### src/rtl/tmr_pkg.sv
package tmr_pkg;
  typedef enum logic [1:0] {MODE_ONESHOT, MODE_RATE, MODE_SQUARE} tmr_mode_e;

  function automatic tmr_mode_e decode_mode(input logic [2:0] m);
    if (!m[1]) return MODE_ONESHOT;
    return m[0] ? MODE_SQUARE : MODE_RATE;
  endfunction

  function automatic logic digits_ok(input logic [63:0] v, input int nd);
    logic ok;
    ok = 1'b1;
    for (int i = 0; i < nd; i++) if (v[4*i +: 4] > 4'd9) ok = 1'b0;
    return ok;
  endfunction
endpackage

### src/rtl/tmr_dec.sv
module tmr_dec #(
  parameter int WIDTH = 16
) (
  input  logic [WIDTH-1:0] val_i,
  input  logic             bcd_i,
  output logic [WIDTH-1:0] val_o
);
  localparam int NDIG = WIDTH / 4;

  logic [NDIG-1:0]  brw;
  logic [WIDTH-1:0] dec_bcd;

  assign brw[0] = 1'b1;

  for (genvar i = 0; i < NDIG; i++) begin : g_dig
    logic [3:0] d;
    assign d = val_i[4*i +: 4];
    assign dec_bcd[4*i +: 4] = !brw[i] ? d : ((d == 4'd0) ? 4'd9 : d - 4'd1);
    if (i < NDIG - 1) begin : g_brw
      assign brw[i+1] = brw[i] & (d == 4'd0);
    end
  end

  assign val_o = bcd_i ? dec_bcd : val_i - {{(WIDTH-1){1'b0}}, 1'b1};
endmodule

### src/rtl/tmr_half.sv
module tmr_half #(
  parameter int WIDTH = 16
) (
  input  logic [WIDTH-1:0] val_i,
  input  logic             bcd_i,
  output logic [WIDTH-1:0] half_o
);
  localparam int NDIG = WIDTH / 4;

  logic [WIDTH-1:0] half_bcd;
  logic             is_zero;

  assign is_zero = (val_i == '0);

  // halving packed decimal: each digit halves and takes 5 from an odd neighbour above
  for (genvar i = 0; i < NDIG; i++) begin : g_dig
    logic [3:0] d;
    assign d = val_i[4*i +: 4];
    if (i < NDIG - 1) begin : g_mid
      assign half_bcd[4*i +: 4] = {1'b0, d[3:1]} + (val_i[4*(i+1)] ? 4'd5 : 4'd0);
    end else begin : g_top
      assign half_bcd[4*i +: 4] = {1'b0, d[3:1]};
    end
  end

  always_comb begin
    if (is_zero) half_o = bcd_i ? {4'h5, {(WIDTH-4){1'b0}}} : {1'b1, {(WIDTH-1){1'b0}}};
    else         half_o = bcd_i ? half_bcd : {1'b0, val_i[WIDTH-1:1]};
  end
endmodule

### src/rtl/tmr_latch.sv
module tmr_latch #(
  parameter int WIDTH = 16
) (
  input  logic             clk_i,
  input  logic             rst_ni,
  input  logic             cap_i,
  input  logic             rd_i,
  input  logic [WIDTH-1:0] live_i,
  output logic [WIDTH-1:0] val_o
);
  logic             held_q;
  logic [WIDTH-1:0] hold_q;

  always_ff @(posedge clk_i or negedge rst_ni) begin
    if (!rst_ni) begin
      held_q <= 1'b0;
      hold_q <= '0;
    end else if (rd_i) begin
      held_q <= 1'b0;
    end else if (cap_i && !held_q) begin
      held_q <= 1'b1;
      hold_q <= live_i;
    end
  end

  assign val_o = held_q ? hold_q : live_i;

  a_r11_frozen_stable: assert property (@(posedge clk_i) disable iff (!rst_ni)
    (held_q && !rd_i) |=> $stable(val_o));
endmodule

### src/rtl/tmr_channel.sv
module tmr_channel
  import tmr_pkg::*;
#(
  parameter int WIDTH = 16
) (
  input  logic             clk_i,
  input  logic             rst_ni,
  input  logic             tick_i,
  input  logic             gate_i,
  input  logic             load_i,
  input  logic [WIDTH-1:0] count_i,
  input  logic [2:0]       mode_i,
  input  logic             bcd_i,
  input  logic             cap_i,
  input  logic             rd_i,
  output logic [WIDTH-1:0] cnt_o,
  output logic             out_o
);
  localparam int NDIG = WIDTH / 4;
  localparam logic [WIDTH-1:0] ONE = {{(WIDTH-1){1'b0}}, 1'b1};
  localparam logic [WIDTH-1:0] TWO = {{(WIDTH-2){1'b0}}, 2'b10};

  tmr_mode_e        mode_q, mode_in;
  logic [WIDTH-1:0] cnt_q, rld_q, half_q, half_in, dec_v;
  logic             bcd_q, out_q, step;

  assign mode_in = decode_mode(mode_i);
  assign step    = tick_i && gate_i;

  tmr_dec #(.WIDTH(WIDTH)) u_dec (
    .val_i(cnt_q), .bcd_i(bcd_q), .val_o(dec_v)
  );

  tmr_half #(.WIDTH(WIDTH)) u_half (
    .val_i(count_i), .bcd_i(bcd_i), .half_o(half_in)
  );

  always_ff @(posedge clk_i or negedge rst_ni) begin
    if (!rst_ni) begin
      cnt_q  <= '0;
      rld_q  <= '0;
      half_q <= '0;
      mode_q <= MODE_ONESHOT;
      bcd_q  <= 1'b0;
      out_q  <= 1'b0;
    end else if (load_i) begin
      cnt_q  <= count_i;
      rld_q  <= count_i;
      half_q <= half_in;
      mode_q <= mode_in;
      bcd_q  <= bcd_i;
      out_q  <= (mode_in != MODE_ONESHOT);
    end else if (step) begin
      unique case (mode_q)
        MODE_ONESHOT: begin
          cnt_q <= dec_v;
          if (cnt_q == ONE) out_q <= 1'b1;
        end
        MODE_RATE: begin
          if (cnt_q == ONE) begin
            cnt_q <= rld_q;
            out_q <= 1'b1;
          end else begin
            cnt_q <= dec_v;
            if (cnt_q == TWO) out_q <= 1'b0;
          end
        end
        default: begin
          if (cnt_q == ONE) begin
            cnt_q <= rld_q;
            out_q <= 1'b1;
          end else begin
            cnt_q <= dec_v;
            if (dec_v == half_q) out_q <= 1'b0;
          end
        end
      endcase
    end
  end

  // periodic modes: low gate forces the output high at once
  assign out_o = out_q | ((mode_q != MODE_ONESHOT) && !gate_i);

  tmr_latch #(.WIDTH(WIDTH)) u_latch (
    .clk_i(clk_i), .rst_ni(rst_ni), .cap_i(cap_i), .rd_i(rd_i),
    .live_i(cnt_q), .val_o(cnt_o)
  );

  a_r6_load_drops_out: assert property (@(posedge clk_i) disable iff (!rst_ni)
    (load_i && !mode_i[1]) |=> !out_o);

  a_r7_gate_holds_count: assert property (@(posedge clk_i) disable iff (!rst_ni)
    (mode_q == MODE_ONESHOT && !gate_i && !load_i) |=> $stable(cnt_q));

  a_r8_rate_reload: assert property (@(posedge clk_i) disable iff (!rst_ni)
    (mode_q == MODE_RATE && step && !load_i && cnt_q == ONE) |=> (cnt_q == rld_q && out_o));

  a_r4_digits_valid: assert property (@(posedge clk_i) disable iff (!rst_ni)
    (!load_i && bcd_q && mode_q == MODE_ONESHOT
     && digits_ok({{(64-WIDTH){1'b0}}, cnt_q}, NDIG)) |=> digits_ok({{(64-WIDTH){1'b0}}, cnt_q}, NDIG));

  a_r10_gate_forces_high: assert property (@(posedge clk_i) disable iff (!rst_ni)
    (mode_q != MODE_ONESHOT && !gate_i) |-> out_o);
endmodule

### config.mk
export PLATFORM = sky130hd
export DESIGN_NAME = tmr_channel
export DESIGN_NICKNAME = d
export VERILOG_FILES = /design/src/rtl/tmr_pkg.sv /design/src/rtl/tmr_dec.sv /design/src/rtl/tmr_half.sv /design/src/rtl/tmr_latch.sv /design/src/rtl/tmr_channel.sv
export SDC_FILE = /design/constraint.sdc
export NUM_CORES = 1
export LEC_CHECK = 0
export BUFFER_PORTS_ARGS = -buffer_cell sky130_fd_sc_hd__buf_2
export CAP_MARGIN = 40
export CORE_MARGIN = 1
export CORE_UTILIZATION = 30
export CTS_CLUSTER_DIAMETER = 40
export DETAILED_ROUTE_END_ITERATION = 10
export PLACE_DENSITY_LB_ADDON = 0.12
export SYNTH_ARGS = -nofsm -noshare
export SYNTH_HDL_FRONTEND = slang
export SYNTH_HIERARCHICAL = 1
export SYNTH_SLANG_ARGS = --single-unit
### constraint.sdc
create_clock -name clk_i -period 5.15 [get_ports clk_i]
set_clock_uncertainty 0.2 [all_clocks]
set_input_delay 1.03 -clock clk_i [delete_from_list [all_inputs] [get_ports clk_i]]
set_output_delay 1.03 -clock clk_i [all_outputs]
set_load 0.02 [all_outputs]
==> impl_metrics.tcl, run 1 <==
set metrics [dict create \
    h-tree-depth 3 \
    average_detailed_routed_wire_length_per_instance_um 17.9 \
    synth.cells.most_frequent "sky130_fd_sc_hd__dfrtp_1, sky130_fd_sc_hd__mux2_2, sky130_fd_sc_hd__nor2_1, sky130_fd_sc_hd__o21ai_0, sky130_fd_sc_hd__nand2_1" \
    final.period_utilization_pct 79.3 \
    synth_area_per_cell_um2 10.3 \
    max-cap-violations 0 \
    post_cts_hold_buffer_count 0 \
    crit_arrival_ns 4.11 \
    detailed_place_hpwl_mm 8.18 \
    clkTransAtPathRegs_ns 0.05 \
    ys_warn_count 6 \
    synth.area.top_cells "sky130_fd_sc_hd__dfrtp_1, sky130_fd_sc_hd__mux2_2, sky130_fd_sc_hd__xnor2_1" \
    area_growth_syn_to_layout_pct 13.9 \
    grt_pass1_vias 3270 \
    slew_headroom_pct 43.7 \
    p_total_mw 1.65 \
    post-route-drc-count 0 \
    netlist.top_cell.by_area "sky130_fd_sc_hd__dfrtp_1" \
    vdd_drop_max_mv 0.131 \
    run_status "finished, final reports clean" \
    cts_buffer_depth 2 \
    placementRows 43 \
    initial_utilization_pct 30.9 \
    drt_wl_total_mm 11.5 \
    syn-num-nets 459 \
    place.gp.congestion 0.766 \
    yosysUniqueCellTypes 50 \
    yosysSeqAreaShare_pct 40.0 \
    initialDrtViolationCount 175 \
    layout.core_utilization_pct 35.2 \
    portBuffers 42 \
    synthesis.area_um2 4320 \
    fp.dieW_um 122 \
    synth-edff-count 0 \
    detail-route-antenna-nets 0 \
    start_kind "register" \
    synth-seq-cells 69 \
    p_leak_nw 2.06 \
    tightestPinTransition_ns 0.844 \
    grt_antenna_before_repair 0 \
    finalSetupViolCount 0 \
    critPathKind "reg -> reg" \
    final_hold_viol_count 0 \
    synth_largest_type_area_fraction_pct 40.0 \
    final_layout_size_suffix_gt1_share_pct 30.0 \
    grt_start_max_net_pins 45 \
    worst_skew_pair.late_latency_ns 0.34 \
    netlist_instances 421 \
    crit_required_ns 5.17 \
    nFillCells 1469 \
    cts_made_buffers 9 \
    count_of_cells_resized_by_post_cts_repair 0 \
    dieHeight_um 122 \
    wire_length_of_the_first_global_routing_pass_mm 18.6 \
    design.die.area_um2 14900 \
    crit_fanout 10 \
    cts.root.buffer_cell "sky130_fd_sc_hd__clkbuf_16" \
    rsz_0062_raised_after_global_routing "false" \
    max_clock_freq_mhz 245 \
    timing.setup.tns_ns 0 \
    synth_top_flop_cell "sky130_fd_sc_hd__dfrtp_1" \
    cts_num_sinks 69 \
    vias 3262 \
    yosys.cell_count.top_type "sky130_fd_sc_hd__dfrtp_1" \
    core_region_area_um2 14000 \
    cts.repair_timing.setup_buffer_count 0 \
    cts_tree "done" \
    timing_max_transition_violations_final 0 \
    setup.worst_path.end_class "register" \
    finalWorstPathRequiredPeriod_ns 4.08 \
    track_usage_pct 16.8 \
    insertedDiodeCount 0 \
    number_of_detailed_routing_iterations_run_before_antenna_repair 4 \
    hold_class "reg -> reg" \
    grt_overflow_total 0 \
    power_density_nw_per_um2 335 \
    async_flop_share_pct 100 \
    io_pins 44 \
    viasPerCell 5.10 \
    final_nets 493 \
]
registers in the layout, summed over array words and instances, names as in the netlist:
| name | count |
|---|---|
| mode_q | 2 |
| half_q | 16 |
| bcd_q | 1 |
| cnt_q | 16 |
| rld_q | 16 |
| u_latch/held_q | 1 |
| out_q | 1 |
| u_latch/hold_q | 16 |
power by group:
part,total [mW],switching (mW),internal (mW)
clock,0.580,0.228,0.352
combinational,0.368,0.192,0.177
sequential,0.703,0.0849,0.618
path summary, 6_finish.rpt:
check                      slack, ns  cells past startpoint                 to               from
max reg2reg                     1.07                     12              out_q           cnt_q[0]
min reg2reg                     0.30                      1  u_latch/hold_q[9]  u_latch/hold_q[9]
max in group asynchronous       3.21                      2           cnt_q[9]             rst_ni
max                             1.07                     12              out_q           cnt_q[0]
min                             0.30                      1  u_latch/hold_q[9]  u_latch/hold_q[9]
min in group asynchronous       0.50                      1  u_latch/hold_q[2]             rst_ni
logic make-up (layout without fill, tap and decap cells):
kind of cell    Yosys count  in the layout  share of synthesized area (%)
compound gates           88             88                           16.0
fa+ha+maj                11             11                           3.18
buf+inv                  46             85                           5.38
xor+xnor                 27             27                           5.47
mux                      58             58                           14.9
simple gates            122            122                           15.1
flops                    69             69                           40.0
layout by cell type (no fill, tap or decap), drive strengths merged, types with 2 or more instances in the layout:
cell,Yosys,final
dfrtp,69,69
xnor2,23,23
clkbuf,11,15
or3,2,2
buf,12,46
nor3b,2,2
mux2i,7,7
nand2,26,26
inv,23,23
and2b,2,2
nand3,4,4
mux2,51,51
o31ai,18,18
nand4,4,4
or4,3,3
a21o,3,3
nor3,5,5
a31oi,3,3
xor2,4,4
a21oi,6,6
and2,2,2
nor2b,17,17
nor4,10,10
a211oi,24,24
o21ai,27,27
nor2,40,40
ha,11,11
stage by stage:
step / hold slack (ns) / cell area (µm²) / std cells / setup slack [ns]
floorplan: 0.275 / 4320 / 421 / 1.76
CTS: 0.304 / 4920 / 640 / 0.993
global placement: 0.284 / 4640 / 623 / 1.17
global route: 0.320 / 4920 / 640 / 0.715
detailed placement: 0.290 / 4650 / 624 / 1.02
finish: 0.300 / 4920 / 640 / 1.07
final cells by class:
type | count | area [µm²] | share of cell area (%)
Inverter | 23 | 86.3 | 1.75
Timing Repair Buffer | 46 | 244 | 4.96
Tap cell | 180 | 225 | 4.57
Clock buffer | 15 | 268 | 5.44
Clock inverter | 1 | 5.00 | 0.102
Multi-Input combinational cell | 306 | 2370 | 48.1
Sequential cell | 69 | 1730 | 35.1
critical path, cell delays in order, from the launching register on:
cell,delay [ns]
sky130_fd_sc_hd__dfrtp_1,0.55
sky130_fd_sc_hd__inv_1,0.15
sky130_fd_sc_hd__ha_1,0.21
sky130_fd_sc_hd__nor4bb_1,0.48
sky130_fd_sc_hd__nand2_1,0.32
sky130_fd_sc_hd__a211oi_1,0.37
sky130_fd_sc_hd__mux2i_1,0.31
sky130_fd_sc_hd__xnor2_1,0.15
sky130_fd_sc_hd__nand4_1,0.11
sky130_fd_sc_hd__nor4_1,0.45
sky130_fd_sc_hd__nand3_1,0.14
sky130_fd_sc_hd__a21oi_1,0.18
sky130_fd_sc_hd__mux2_2,0.34
routing by layer:
metal  global-route usage [%]  up-vias  part of all wire [%]
li1                         -     1565                     -
met1                     24.5     1631                    52
met2                     24.2       59                    43
met3                     4.21        7                   3.9
met4                     4.24        0                  0.78
met5                        0        -                     0
Power figures use the tool's default switching activity.
==> run 2, diff against run 1 <==
ABC_AREA = 1   (was unset)
clock period = 3.7 ns   (was 5.15 ns; I/O delays follow)
==> impl_metrics.tcl, run 2 <==
set metrics [dict create \
    p_leak_nw 3.02 \
    vias 4586 \
    final_nets 812 \
    place.gp.congestion 0.797 \
    synthesis.area_um2 5110 \
    max-cap-violations 0 \
    wire_length_of_the_first_global_routing_pass_mm 22.1 \
    initialDrtViolationCount 329 \
    slew_headroom_pct 53.1 \
    cts.repair_timing.setup_buffer_count 0 \
    final_layout_size_suffix_gt1_share_pct 17.5 \
    yosys.cell_count.top_type "sky130_fd_sc_hd__nand2_1" \
    power_density_nw_per_um2 441 \
    synth_top_family_by_area "simple AND/OR/NAND/NOR gates" \
    drt_wl_total_mm 13.4 \
    grt_overflow_total 0 \
    detail-route-antenna-nets 0 \
    crit_required_ns 3.73 \
    detailed_place_hpwl_mm 10.0 \
    post_synthesis_xor_xnor_area_fraction_pct 1.20 \
    crit_arrival_ns 2.78 \
    worstPathBufferInverterCount 2 \
    dieHeight_um 133 \
    ff_latch_area_um2 1730 \
    track_usage_pct 16.0 \
    post_cts_hold_buffer_count 0 \
    synthAdderAreaFrac_pct 2.69 \
    hold_class "in -> async" \
    grt_antenna_before_repair 0 \
    crit_chain "inv_1 -> ha_1 -> nand2_4 -> nor2_8 -> nor2_1 -> nand2_1 -> o21a_1 -> inv_1 -> nand2_1 -> nand2_1 -> nor2_1 -> nand2_1 -> nor2_1 -> nand3_1 -> nand2_1 -> nand2_1 -> nand2_1 -> nand2_1" \
    finalWorstPathRequiredPeriod_ns 2.74 \
    yosys.area_share.simple_pct 39.7 \
    clkTransAtPathRegs_ns 0.06 \
    h-tree-depth 3 \
    synth-compound-area-share_pct 12.5 \
    average_detailed_routed_wire_length_per_instance_um 13.5 \
    viasPerCell 4.60 \
    cts_num_sinks 69 \
    tightestPinTransition_ns 0.704 \
    crit_path_start "cnt_q[0]" \
    insertedDiodeCount 0 \
    r2r_setup_slack_ns 0.96 \
    netlist.top_cell.by_area "sky130_fd_sc_hd__dfrtp_1" \
    finalSetupViolCount 0 \
    area_growth_syn_to_layout_pct 11.4 \
    rsz_0062_raised_after_global_routing "false" \
    highest_count_cells_in_the_layout_ignoring_fill_and_taps "sky130_fd_sc_hd__nand2_1, sky130_fd_sc_hd__inv_1, sky130_fd_sc_hd__nor2_1" \
    crit_fanout 9 \
    cell_with_the_largest_stage_delay_on_the_worst_path "sky130_fd_sc_hd__dfrtp_1" \
    number_of_detailed_routing_iterations_run_before_antenna_repair 4 \
    ys_warn_count 6 \
    io_pins 44 \
    run_status "finished, final reports clean" \
    synth_largest_type_area_fraction_pct 33.8 \
    vdd_drop_max_mv 0.226 \
    crit_path_frequent_cell "sky130_fd_sc_hd__nand2_1" \
    r2r_start "cnt_q[0]" \
    synth.cells.most_frequent "sky130_fd_sc_hd__nand2_1, sky130_fd_sc_hd__inv_1, sky130_fd_sc_hd__nor2_1, sky130_fd_sc_hd__dfrtp_1, sky130_fd_sc_hd__o21ai_0" \
    synth-edff-count 0 \
    timing.setup.tns_ns 0 \
    synth-seq-cells 69 \
    nFillCells 1847 \
    synth.area.top_cells "sky130_fd_sc_hd__dfrtp_1, sky130_fd_sc_hd__nand2_1, sky130_fd_sc_hd__inv_1" \
    critPathKind "reg -> reg" \
    yosysUniqueCellTypes 41 \
    timing_max_transition_violations_final 0 \
    design.die.area_um2 17600 \
    post-route-drc-count 0 \
    core_region_area_um2 16600 \
    worst_skew_pair.late_latency_ns 0.34 \
    cts.root.buffer_cell "sky130_fd_sc_hd__clkbuf_16" \
    fp.dieW_um 133 \
    cts_tree "done" \
    synth_area_per_cell_um2 6.83 \
    placementRows 47 \
    initial_utilization_pct 30.8 \
    synth_mux_area_share_pct 0 \
    count_of_cells_resized_by_post_cts_repair 0 \
    start_kind "register" \
    synth_top_flop_cell "sky130_fd_sc_hd__dfrtp_1" \
    grt_pass1_vias 4207 \
    grt_start_max_net_pins 52 \
    yosysSeqAreaShare_pct 33.8 \
    portBuffers 42 \
    setup.worst_path.end_class "register" \
    crit_path_max_incr_delay_ns 0.48 \
    syn-num-nets 786 \
    async_flop_share_pct 100 \
    most_frequent_standard_cell_in_the_layout_excluding_fill_and_tap_cells "sky130_fd_sc_hd__nand2_1" \
    multi_input_area_um2 2870 \
    worst_path_dominant_cell_family "simple AND/OR/NAND/NOR gates" \
    cts_made_buffers 9 \
    p_total_mw 2.51 \
    final.period_utilization_pct 74.1 \
    max_clock_freq_mhz 365 \
    cts_buffer_depth 2 \
    netlist_instances 748 \
    final_hold_viol_count 0 \
]
==> run 2: cell count changes after synthesis, sizes merged, moves of 14 or more <==
cell    delta
a211oi    -24
a21oi     +22
inv       +53
mux2      -51
nand2    +299
nand3     +26
nand4     +15
nor2      +42
nor2b     -17
o211ai    +14
o31ai     -17
xnor2     -19
==> run 2: cell type report <==
class                           count  share of cell area (%)
Tap cell                          220                    4.83
Inverter                           78                    5.32
Sequential cell                    69                    30.3
Multi-Input combinational cell    571                    50.4
Timing Repair Buffer               45                    4.44
Clock inverter                      4                   0.439
Clock buffer                       11                    4.26
==> run 2: worst paths after layout <==
check | end | cells after the start
setup / recovery | out_q | 18
hold / removal | u_latch/hold_q[1] | 2
setup reg to reg | out_q | 18
hold reg to reg | out_q | 2
max in group asynchronous | rld_q[4] | 3
min in group clk_i | out_q | 2
==> run 2: logic make-up after synthesis <==
group / count (synthesis)
buf+inv: 108
fa+ha+maj: 11
compound gates: 88
simple gates: 465
xor+xnor: 7
flops: 69
==> run 2: power by group <==
part           internal (mW)  total (mW)  switching (mW)
logic                  0.255       0.717           0.462
clock network          0.466       0.796           0.330
registers              0.862       0.997           0.134
==> run 2: routing by layer <==
| layer | track usage [%] | up-vias | wire, µm |
|---|---|---|---|
| met5 | 0 | - | 0 |
| met4 | 4.92 | 0 | 165 |
| met3 | 2.80 | 12 | 423 |
| met2 | 23.7 | 69 | 5800 |
| met1 | 23.6 | 2109 | 7040 |
| li1 | - | 2396 | - |
==> run 2: per-stage QoR <==
| stage | hold WS [ns] | setup WS (ns) | instances | util, % | cell area, µm² |
|---|---|---|---|---|---|
| finish | 0.200 | 0.958 | 998 | 34.3 | 5690 |
| CTS | 0.205 | 0.919 | 998 | 34.3 | 5690 |
| floorplan | 0.236 | 1.45 | 748 | - | 5110 |
| global placement | 0.253 | 0.934 | 982 | 32.6 | 5400 |
| detailed placement | 0.256 | 0.924 | 983 | 32.7 | 5430 |
| global route | 0.224 | 0.708 | 998 | 34.3 | 5690 |
==> run 3, diff against run 2 <==
clock period = 2.32 ns   (was 3.7 ns; I/O delays follow)
==> impl_metrics.tcl, run 3 (synthesis gave the netlist of run 2 again) <==
set metrics [dict create \
    most_frequent_standard_cell_in_the_layout_excluding_fill_and_tap_cells "sky130_fd_sc_hd__nand2_1" \
    cts_made_buffers 9 \
    nFillCells 1814 \
    placementRows 47 \
    r2r_start "cnt_q[2]" \
    timing_max_transition_violations_final 0 \
    min_to "mode_q[0]" \
    place.gp.congestion 0.783 \
    max_clock_freq_mhz 434 \
    detail-route-antenna-nets 0 \
    area_growth_syn_to_layout_pct 24.2 \
    finalWorstPathRequiredPeriod_ns 2.31 \
    core_region_area_um2 16600 \
    number_of_detailed_routing_iterations_run_before_antenna_repair 5 \
    initial_utilization_pct 30.8 \
    grt_antenna_before_repair 0 \
    p_leak_nw 3.37 \
    grt_overflow_total 0 \
    grt_use_met1_pct 23.5 \
    fin_worst_hold_slack_ns 0.128 \
    crit_required_ns 2.35 \
    highest_count_cells_in_the_layout_ignoring_fill_and_taps "sky130_fd_sc_hd__nand2_1, sky130_fd_sc_hd__inv_1, sky130_fd_sc_hd__dfrtp_1" \
    final.period_utilization_pct 99.4 \
    worst_skew_pair.late_latency_ns 0.34 \
    r2r.worst_path.cells 17 \
    crit_fanout 8 \
    tightestPinTransition_ns 0.500 \
    grt_pass1_vias 4580 \
    run_status "finished, final reports clean" \
    busiest_layer "met2" \
    critPathKind "reg -> reg" \
    max-cap-violations 0 \
    fp.dieW_um 133 \
    r2r-end "out_q" \
    hold_class "in -> reg" \
    multi_input_area_um2 3000 \
    drt_wl_total_mm 13.7 \
    finalSetupViolCount 0 \
    h-tree-depth 3 \
    post-route-drc-count 0 \
    vdd_drop_max_mv 0.341 \
    design.die.area_um2 17600 \
    final_nets 871 \
    worst_hold_path.num_cells 2 \
    start_kind "register" \
    cts.root.buffer_cell "sky130_fd_sc_hd__clkbuf_16" \
    clkTransAtPathRegs_ns 0.06 \
    io_pins 44 \
    setup.worst_path.end_class "register" \
    viasPerCell 4.53 \
    track_usage_pct 16.7 \
    initialDrtViolationCount 298 \
    grt_start_max_net_pins 52 \
    dieHeight_um 133 \
    r2r_setup_slack_ns 0.01 \
    cts_buffer_depth 2 \
    use_met2_pct 25.9 \
    crit_arrival_ns 2.34 \
    insertedDiodeCount 0 \
    timing.setup.tns_ns 0 \
    rsz_0062_raised_after_global_routing "true" \
    portBuffers 42 \
    power_density_nw_per_um2 709 \
    slew_headroom_pct 66.6 \
    met3_usage_in_global_routing_pct 2.38 \
    final_layout_size_suffix_gt1_share_pct 26.8 \
    ff_latch_area_um2 1730 \
    wire_length_of_the_first_global_routing_pass_mm 23.1 \
    layout.core_utilization_pct 38.3 \
    average_detailed_routed_wire_length_per_instance_um 13.0 \
    cts_num_sinks 69 \
    cts_tree "done" \
    worstHoldStart "mode_i[0]" \
    detailed_place_hpwl_mm 10.6 \
    vias 4785 \
    final_hold_viol_count 0 \
]
==> run 3: cell types whose count changed in the layout (fill, tap and decap cells not counted), sizes merged <==
cell,delta
buf,+58
bufinv,+2
clkbuf,-1
clkinvlp,-1
dlygate4sd3,+1
==> run 3: how the worst max path moves through the flow <==
stage	startpoint	to	slack, ns	cells after the start
3_3_place_gp	cnt_q[0]	out_q	-0.12	14
2_1_floorplan	cnt_q[0]	out_q	0.07	19
5_1_grt	cnt_q[7]	out_q	-0.18	17
4_1_cts	cnt_q[1]	out_q	0.0009	18
3_5_place_dp	cnt_q[0]	out_q	-0.17	18
6_report	cnt_q[2]	out_q	0.01	17
==> run 3: critical path: stages (launching register included) <==
cell	delay, ns
sky130_fd_sc_hd__dfrtp_2	0.44
sky130_fd_sc_hd__nor2_4	0.19
sky130_fd_sc_hd__nand2_4	0.11
sky130_fd_sc_hd__nor2_8	0.11
sky130_fd_sc_hd__buf_12	0.13
sky130_fd_sc_hd__nand3_4	0.07
sky130_fd_sc_hd__nor2_2	0.08
sky130_fd_sc_hd__nor2_1	0.04
sky130_fd_sc_hd__nand2_1	0.14
sky130_fd_sc_hd__inv_2	0.06
sky130_fd_sc_hd__a21oi_2	0.11
sky130_fd_sc_hd__nand3_1	0.08
sky130_fd_sc_hd__nor2_1	0.10
sky130_fd_sc_hd__nand3_1	0.09
sky130_fd_sc_hd__nand2_1	0.09
sky130_fd_sc_hd__nand2_1	0.06
sky130_fd_sc_hd__nand2_1	0.06
sky130_fd_sc_hd__nand2_1	0.04
==> run 3: where the power goes <==
part	switching, mW	internal (mW)	total [mW]
registers	0.151	1.38	1.53
clock network	0.538	0.968	1.51
logic	0.869	0.598	1.47
total	1.56	2.94	4.50
==> run 3: per-layer routing <==
layer	wire length [µm]	vias up	part of all wire (%)
met5	0	-	0
met2	5960	100	43
met4	227	0	1.7
met1	7040	2151	51
li1	-	2516	-
met3	483	18	3.5
==> run 3: stage by stage <==
stage	setup slack [ns]	power, mW	cells	cell area (µm²)
detailed placement	-0.172	2.94	1038	5860
floorplan	0.0719	2.41	748	5110
global placement	-0.119	2.92	1038	5860
finish	0.0143	4.50	1057	6350
CTS	0.000885	4.55	1057	6310
global route	-0.179	4.83	1057	6350
==> run 3: cell type report <==
cell class                 count  area share [%]
tap                          220            4.33
multi-input combinational    571            47.3
clock inverter                 5            1.34
clock buffer                  10            3.76
timing repair buffer         104            11.3
sequential                    69            27.3
inverter                      78            4.77
==> run 3: what timing repair did <==
| action | CTS | global route |
|---|---|---|
| resized for setup | 28 | 14 |
| pin swaps | 12 | 5 |
| setup endpoints to repair | 1 | 1 |
| hold buffers | 1 | 0 |
| buffers inserted | 3 | 0 |
| endpoints found under the hold margin | 18 | 0 |
